File: config.mk
export PLATFORM = sky130hd
export DESIGN_NAME = gpio_port_ctrl
export DESIGN_NICKNAME = d
export VERILOG_FILES = /design/src/rtl/gpio_port_pkg.sv /design/src/rtl/gpio_sync.sv /design/src/rtl/gpio_irq_unit.sv /design/src/rtl/gpio_out_mux.sv /design/src/rtl/gpio_port_ctrl.sv
export SDC_FILE = /design/constraint.sdc
export NUM_CORES = 1
export LEC_CHECK = 0
export CELL_PAD_IN_SITES_DETAIL_PLACEMENT = 1
export CELL_PAD_IN_SITES_GLOBAL_PLACEMENT = 1
export CORE_MARGIN = 3
export CORE_UTILIZATION = 30
export CTS_BUF_LIST = sky130_fd_sc_hd__clkbuf_16
export DETAILED_ROUTE_END_ITERATION = 12
export PLACE_DENSITY = 0.75
export SYNTH_ARGS = -nofsm -noshare
export SYNTH_HDL_FRONTEND = slang
export SYNTH_HIERARCHICAL = 1
export SYNTH_SLANG_ARGS = --single-unit
File: constraint.sdc
create_clock -name clk_i -period 5.27 [get_ports clk_i]
set_input_delay 1.054 -clock clk_i [delete_from_list [all_inputs] [get_ports clk_i]]
set_output_delay 1.054 -clock clk_i [all_outputs]
set_load 0.02 [all_outputs]
File: src/rtl/gpio_port_pkg.sv
package gpio_port_pkg;

  localparam int unsigned ADDR_W = 12;

  typedef enum logic [3:0] {
    SEL_DATA,
    SEL_DIR,
    SEL_SENSE,
    SEL_BOTH,
    SEL_EVENT,
    SEL_IE,
    SEL_RAW,
    SEL_MIS,
    SEL_CLR,
    SEL_AFSEL,
    SEL_NONE
  } reg_sel_e;

  // 0x000-0x3FC data window, 0x400-0x420 control block
  function automatic reg_sel_e decode_addr(input logic [ADDR_W-1:0] addr);
    reg_sel_e sel;
    sel = SEL_NONE;
    if (addr[11:10] == 2'b00) begin
      sel = SEL_DATA;
    end else if (addr[11:10] == 2'b01) begin
      case (addr[9:2])
        8'h00:   sel = SEL_DIR;
        8'h01:   sel = SEL_SENSE;
        8'h02:   sel = SEL_BOTH;
        8'h03:   sel = SEL_EVENT;
        8'h04:   sel = SEL_IE;
        8'h05:   sel = SEL_RAW;
        8'h06:   sel = SEL_MIS;
        8'h07:   sel = SEL_CLR;
        8'h08:   sel = SEL_AFSEL;
        default: sel = SEL_NONE;
      endcase
    end
    return sel;
  endfunction

endpackage

File: src/rtl/gpio_sync.sv
module gpio_sync #(
  parameter int unsigned WIDTH  = 8,
  parameter int unsigned STAGES = 2
) (
  input  logic             clk_i,
  input  logic             rst_ni,
  input  logic [WIDTH-1:0] d_i,
  output logic [WIDTH-1:0] q_o
);

  logic [STAGES-1:0][WIDTH-1:0] chain_q;

  always_ff @(posedge clk_i or negedge rst_ni) begin
    if (!rst_ni) chain_q <= '0;
    else         chain_q <= {chain_q[STAGES-2:0], d_i};
  end

  assign q_o = chain_q[STAGES-1];

endmodule

File: src/rtl/gpio_irq_unit.sv
module gpio_irq_unit #(
  parameter int unsigned NUM_PINS = 8
) (
  input  logic                clk_i,
  input  logic                rst_ni,
  input  logic [NUM_PINS-1:0] pin_s_i,
  input  logic [NUM_PINS-1:0] sense_i,
  input  logic [NUM_PINS-1:0] both_i,
  input  logic [NUM_PINS-1:0] event_i,
  input  logic [NUM_PINS-1:0] clr_i,
  output logic [NUM_PINS-1:0] raw_o
);

  logic [NUM_PINS-1:0] prev_q;
  logic [NUM_PINS-1:0] edge_q;
  logic [NUM_PINS-1:0] hit;
  logic [NUM_PINS-1:0] level_act;

  always_ff @(posedge clk_i or negedge rst_ni) begin
    if (!rst_ni) prev_q <= '0;
    else         prev_q <= pin_s_i;
  end

  for (genvar g = 0; g < NUM_PINS; g++) begin : g_pin
    logic rise, fall;
    assign rise = pin_s_i[g] & ~prev_q[g];
    assign fall = ~pin_s_i[g] & prev_q[g];
    assign hit[g] = both_i[g] ? (rise | fall) : (event_i[g] ? rise : fall);

    // latched edge survives until cleared
    a_r6_edge_held: assert property (@(posedge clk_i) disable iff (!rst_ni)
      (edge_q[g] && !clr_i[g]) |=> edge_q[g]);
    // clear without coincident edge empties the latch
    a_r10_clear_empties: assert property (@(posedge clk_i) disable iff (!rst_ni)
      (clr_i[g] && !(hit[g] && !sense_i[g])) |=> !edge_q[g]);
    // new edge beats clear
    a_r11_edge_wins: assert property (@(posedge clk_i) disable iff (!rst_ni)
      (hit[g] && !sense_i[g]) |=> edge_q[g]);
  end

  // edge wins over clear in the same cycle
  always_ff @(posedge clk_i or negedge rst_ni) begin
    if (!rst_ni) edge_q <= '0;
    else         edge_q <= (edge_q & ~clr_i) | (hit & ~sense_i);
  end

  assign level_act = ~(pin_s_i ^ event_i);
  assign raw_o     = (sense_i & level_act) | (~sense_i & edge_q);

endmodule

File: src/rtl/gpio_out_mux.sv
module gpio_out_mux #(
  parameter int unsigned NUM_PINS = 8
) (
  input  logic [NUM_PINS-1:0] sel_periph_i,
  input  logic [NUM_PINS-1:0] reg_out_i,
  input  logic [NUM_PINS-1:0] reg_oe_i,
  input  logic [NUM_PINS-1:0] periph_out_i,
  input  logic [NUM_PINS-1:0] periph_oe_i,
  output logic [NUM_PINS-1:0] pin_o,
  output logic [NUM_PINS-1:0] pin_oe_o
);

  for (genvar g = 0; g < NUM_PINS; g++) begin : g_mux
    assign pin_o[g]    = sel_periph_i[g] ? periph_out_i[g] : reg_out_i[g];
    assign pin_oe_o[g] = sel_periph_i[g] ? periph_oe_i[g]  : reg_oe_i[g];
  end

endmodule

File: src/rtl/gpio_port_ctrl.sv
module gpio_port_ctrl
  import gpio_port_pkg::*;
#(
  parameter int unsigned NUM_PINS    = 8,
  parameter int unsigned DATA_W      = 32,
  parameter int unsigned SYNC_STAGES = 2
) (
  input  logic                clk_i,
  input  logic                rst_ni,
  input  logic [ADDR_W-1:0]   addr_i,
  input  logic [DATA_W-1:0]   wdata_i,
  input  logic                we_i,
  input  logic                re_i,
  output logic [DATA_W-1:0]   rdata_o,
  input  logic [NUM_PINS-1:0] pin_i,
  output logic [NUM_PINS-1:0] pin_o,
  output logic [NUM_PINS-1:0] pin_oe_o,
  input  logic [NUM_PINS-1:0] periph_out_i,
  input  logic [NUM_PINS-1:0] periph_oe_i,
  output logic                irq_o
);

  localparam int unsigned PAD_W = DATA_W - NUM_PINS;

  reg_sel_e            sel;
  logic [NUM_PINS-1:0] mask;
  logic [NUM_PINS-1:0] wval;
  logic                unused_wdata;

  logic [NUM_PINS-1:0] data_q, dir_q, sense_q, both_q, event_q, ie_q, afsel_q;
  logic [NUM_PINS-1:0] pin_s, raw, mis, clr;
  logic [NUM_PINS-1:0] rd_val;

  assign sel          = decode_addr(addr_i);
  assign mask         = addr_i[2 +: NUM_PINS];
  assign wval         = wdata_i[NUM_PINS-1:0];
  assign unused_wdata = ^wdata_i[DATA_W-1:NUM_PINS];

  always_ff @(posedge clk_i or negedge rst_ni) begin
    if (!rst_ni) begin
      data_q  <= '0;
      dir_q   <= '0;
      sense_q <= '0;
      both_q  <= '0;
      event_q <= '0;
      ie_q    <= '0;
      afsel_q <= '0;
    end else if (we_i) begin
      case (sel)
        SEL_DATA:  data_q  <= (data_q & ~mask) | (wval & mask);
        SEL_DIR:   dir_q   <= wval;
        SEL_SENSE: sense_q <= wval;
        SEL_BOTH:  both_q  <= wval;
        SEL_EVENT: event_q <= wval;
        SEL_IE:    ie_q    <= wval;
        SEL_AFSEL: afsel_q <= wval;
        default:   ;
      endcase
    end
  end

  assign clr = (we_i && sel == SEL_CLR) ? wval : '0;

  gpio_sync #(
    .WIDTH  (NUM_PINS),
    .STAGES (SYNC_STAGES)
  ) i_sync (
    .clk_i  (clk_i),
    .rst_ni (rst_ni),
    .d_i    (pin_i),
    .q_o    (pin_s)
  );

  gpio_irq_unit #(
    .NUM_PINS (NUM_PINS)
  ) i_irq (
    .clk_i   (clk_i),
    .rst_ni  (rst_ni),
    .pin_s_i (pin_s),
    .sense_i (sense_q),
    .both_i  (both_q),
    .event_i (event_q),
    .clr_i   (clr),
    .raw_o   (raw)
  );

  gpio_out_mux #(
    .NUM_PINS (NUM_PINS)
  ) i_mux (
    .sel_periph_i (afsel_q),
    .reg_out_i    (data_q),
    .reg_oe_i     (dir_q),
    .periph_out_i (periph_out_i),
    .periph_oe_i  (periph_oe_i),
    .pin_o        (pin_o),
    .pin_oe_o     (pin_oe_o)
  );

  assign mis   = raw & ie_q;
  assign irq_o = |mis;

  always_comb begin
    case (sel)
      SEL_DATA:  rd_val = pin_s & mask;
      SEL_DIR:   rd_val = dir_q;
      SEL_SENSE: rd_val = sense_q;
      SEL_BOTH:  rd_val = both_q;
      SEL_EVENT: rd_val = event_q;
      SEL_IE:    rd_val = ie_q;
      SEL_RAW:   rd_val = raw;
      SEL_MIS:   rd_val = mis;
      SEL_AFSEL: rd_val = afsel_q;
      default:   rd_val = '0;
    endcase
  end

  assign rdata_o = re_i ? {{PAD_W{1'b0}}, rd_val} : '0;

  // unmasked output bits keep their value
  a_r2_unmasked_kept: assert property (@(posedge clk_i) disable iff (!rst_ni)
    (we_i && sel == SEL_DATA) |=> (((data_q ^ $past(data_q)) & ~$past(mask)) == '0));
  // register-controlled input pins never drive
  a_r4_input_no_drive: assert property (@(posedge clk_i) disable iff (!rst_ni)
    (pin_oe_o & ~afsel_q & ~dir_q) == '0);
  // no interrupt with every enable clear
  a_r9_quiet_when_disabled: assert property (@(posedge clk_i) disable iff (!rst_ni)
    (ie_q == '0) |-> !irq_o);

endmodule

==> results of run 1 <==
==> area by class of cell <==
cell class | count | area share
Clock buffer | 9 | 0.0354
Clock inverter | 7 | 0.00610
Inverter | 28 | 0.0165
Multi-Input combinational cell | 321 | 0.407
Sequential cell | 88 | 0.346
Tap cell | 220 | 0.0433
Timing Repair Buffer | 98 | 0.146
==> cell families (layout without fill, tap and decap cells) <==
| group | count (synthesis) | in the layout | synth area share |
|---|---|---|---|
| AOI/OAI and AO/OA | 102 | 102 | 0.138 |
| xor gates and xnor gates | 8 | 8 | 0.0137 |
| adders and majority gates | 19 | 19 | 0.0464 |
| buffers and inverters | 72 | 142 | 0.0821 |
| DFF | 88 | 88 | 0.430 |
| muxes | 80 | 80 | 0.186 |
| other | 1 | 24 | 0.000732 |
| and+or+nand+nor | 88 | 88 | 0.103 |
==> what timing repair did <==
action | CTS | global route
hold buffers | 0 | 0
endpoints found under the setup margin | 0 | 6
resized for setup | 0 | 4
==> worst paths after layout <==
kind | startpoint | slack (ps) | cells after the start | to
setup / recovery | addr_i[9] | 140 | 9 | rdata_o[1]
hold / removal | i_sync/chain_q[7] | 350 | 0 | i_sync/q_o[7]
setup reg to reg | i_sync/q_o[3] | 3920 | 5 | i_irq/edge_q[3]
hold reg to reg | i_sync/chain_q[7] | 350 | 0 | i_sync/q_o[7]
max in group asynchronous | rst_ni | 3570 | 2 | event_q[2]
min in group asynchronous | rst_ni | 650 | 1 | async pin
==> critical path, stage by stage <==
cell	delay (ps)
clkdlybuf4s50_1	450
or3_1	520
buf_4	190
or2_4	280
o31ai_2	310
buf_4	270
nand3_1	100
a31oi_1	250
clkdlybuf4s50_1	660
==> cells in the final DEF, fill, tap and decap left out, drive strengths merged, types with 8 or more instances in the layout <==
cell and n:
a21oi 20, a22oi 13, and2 12, buf 29, clkbuf 9, clkdlybuf4s50 67
conb 24, dfrtp 88, ha 19, inv 28, mux2 80, nand2 26
nand3 15, nor2 10, o21ai 31, xnor2 8
==> sequential cells by signal (all words and copies together), names as in the netlist, named ones only <==
register        count
dir_q               8
sense_q             8
ie_q                8
afsel_q             8
i_irq/edge_q        8
i_irq/prev_q        8
i_sync/chain_q      8
i_sync/q_o          8
both_q              8
event_q             8
==> synth_stat cells (10+ instances only) <==
library cell and n:
a21oi_1 20, a22oi_1 13, and2_1 11, buf_4 37, dfrtp_1 88, ha_1 19
inv_1 28, mux2_1 42, mux2_2 24, mux2_4 14, nand2_1 26, nand3_1 10
o21ai_0 13, o21ai_1 18
==> metrics by stage <==
stage | hold slack (ps) | utilization
after floorplan | 331 | -
after global placement | 334 | 0.366
after detailed placement | 336 | 0.366
after CTS | 350 | 0.382
after global routing | 357 | 0.382
final | 347 | 0.382
==> metal layers <==
metal,routed length (microns),share of wire
met1,6430,0.43
met3,709,0.048
met4,322,0.022
met5,0,0
met2,7430,0.50
==> where the power goes <==
part | internal (mW) | switching (mW)
sequential | 0.728 | 0.0455
combinational | 0.158 | 0.171
clock | 0.314 | 0.270
==> results_dict.tcl, run 1 <==
set metrics [dict create \
    endpoint_kind "output pin" \
    drc 0 \
    synth_ff_type "dfrtp_1" \
    cts_root_buf "clkbuf_16" \
    p_per_area_mw_per_mm2 265 \
    start_util 0.308 \
    die_w_microns 137 \
    gr-total-overflow 0 \
    leakagePower_nw 2.90 \
    power.total_mw 1.69 \
    tightestPinTransition_ps 841 \
    yosys_warnings 6 \
    htree_levels 3 \
    num_rows 47 \
    crit_fanout 9 \
    grt_max_degree 56 \
    layout_setup_ws_ps 136 \
    grt_use_met3 0.0320 \
    dieArea_sq_mm 0.0187 \
    routedWlPerCell_microns 19.3 \
    clk_pin_slew_worst_paths_ps 60 \
    vias_per_cell 5.05 \
    boundaryPins 121 \
    dpl.hpwl_microns 11200 \
    cp.required_ps 4220 \
    clock-sinks 88 \
    relSlewSlack 0.439 \
    hp-class "flip-flop to flip-flop" \
    layout-drive-gt1-share 0.176 \
    diodes 0 \
    outcome "finished clean" \
    area_growth_pct 24.2 \
    post_cts_buffers 0 \
    fmax_mhz 195 \
    grtUsageMet2 0.281 \
    place_congestion 0.889 \
    cts_buffers 9 \
    critPathLaunchType "input pin" \
    core_sq_mm 0.0166 \
    die_y_microns 137 \
    final_net_count 637 \
    multi_input_area_sq_mm 0.00259 \
    antenna_found_initial 0 \
    place_inst 755 \
    synth_edf_count 0 \
    gr-usage-met1 0.213 \
    period_needed_ps 5130 \
    rsz0062_at_grt "no" \
    peakVddDrop_v 0.000126 \
    grt_usage 0.167 \
    synth_seq_area_share 0.430 \
    grt_first_pass_wirelength_microns 23400 \
    syn_area_per_cell_sq_um 11.2 \
    clk_latency_ps 350 \
    cts_tree "done" \
    grt_pass1_vias 4146 \
    ctsLongestPathBuffers 2 \
    placed_cell_area_sq_mm 0.00609 \
    ys_top_cells_by_area "dfrtp_1, mux2_1, buf_4" \
    path_class "input pin to output pin" \
    first_pass_iters 5 \
    fin_cells 771 \
    async_flop_share 1.00 \
    setup_viol 0 \
    hold_violations 0 \
    regArea_sq_mm 0.00220 \
    syn_area_sq_mm 0.00512 \
    finClkSkew_ps 8.91 \
    tns_ps 0 \
    vias 3892 \
    antenna_left 0 \
    top_usage_layer "met2" \
    syn-instance-count 458 \
    synth_top_area_cell "dfrtp_1" \
    maxCapViolCount 0 \
    ys_seq_elements 88 \
    n_fill_cell 1820 \
    dp_slack_ps 140 \
    slew_violations 0 \
    post-route-period-util 0.974 \
    wl_microns 14900 \
    arrival_ps 4080 \
    portBuffers 70 \
    drt_iter0_markers 174 \
    synth.top_cell.area_share 0.430 \
    synth_cell_types 58 \
    final_area_sq_mm 0.00636 \
]
No activity file was read; power rests on OpenSTA's default activity.
==> run 2, diff against run 1 <==
--- a/config.mk
+++ b/config.mk
@@ -12,6 +12,7 @@
 export CTS_BUF_LIST = sky130_fd_sc_hd__clkbuf_16
 export DETAILED_ROUTE_END_ITERATION = 12
 export PLACE_DENSITY = 0.75
+export SLEW_MARGIN = 25
 export SYNTH_ARGS = -nofsm -noshare
 export SYNTH_HDL_FRONTEND = slang
 export SYNTH_HIERARCHICAL = 1
==> results of run 2 <==
No change in the layout: final DEF, timing and power equal those of run 1.
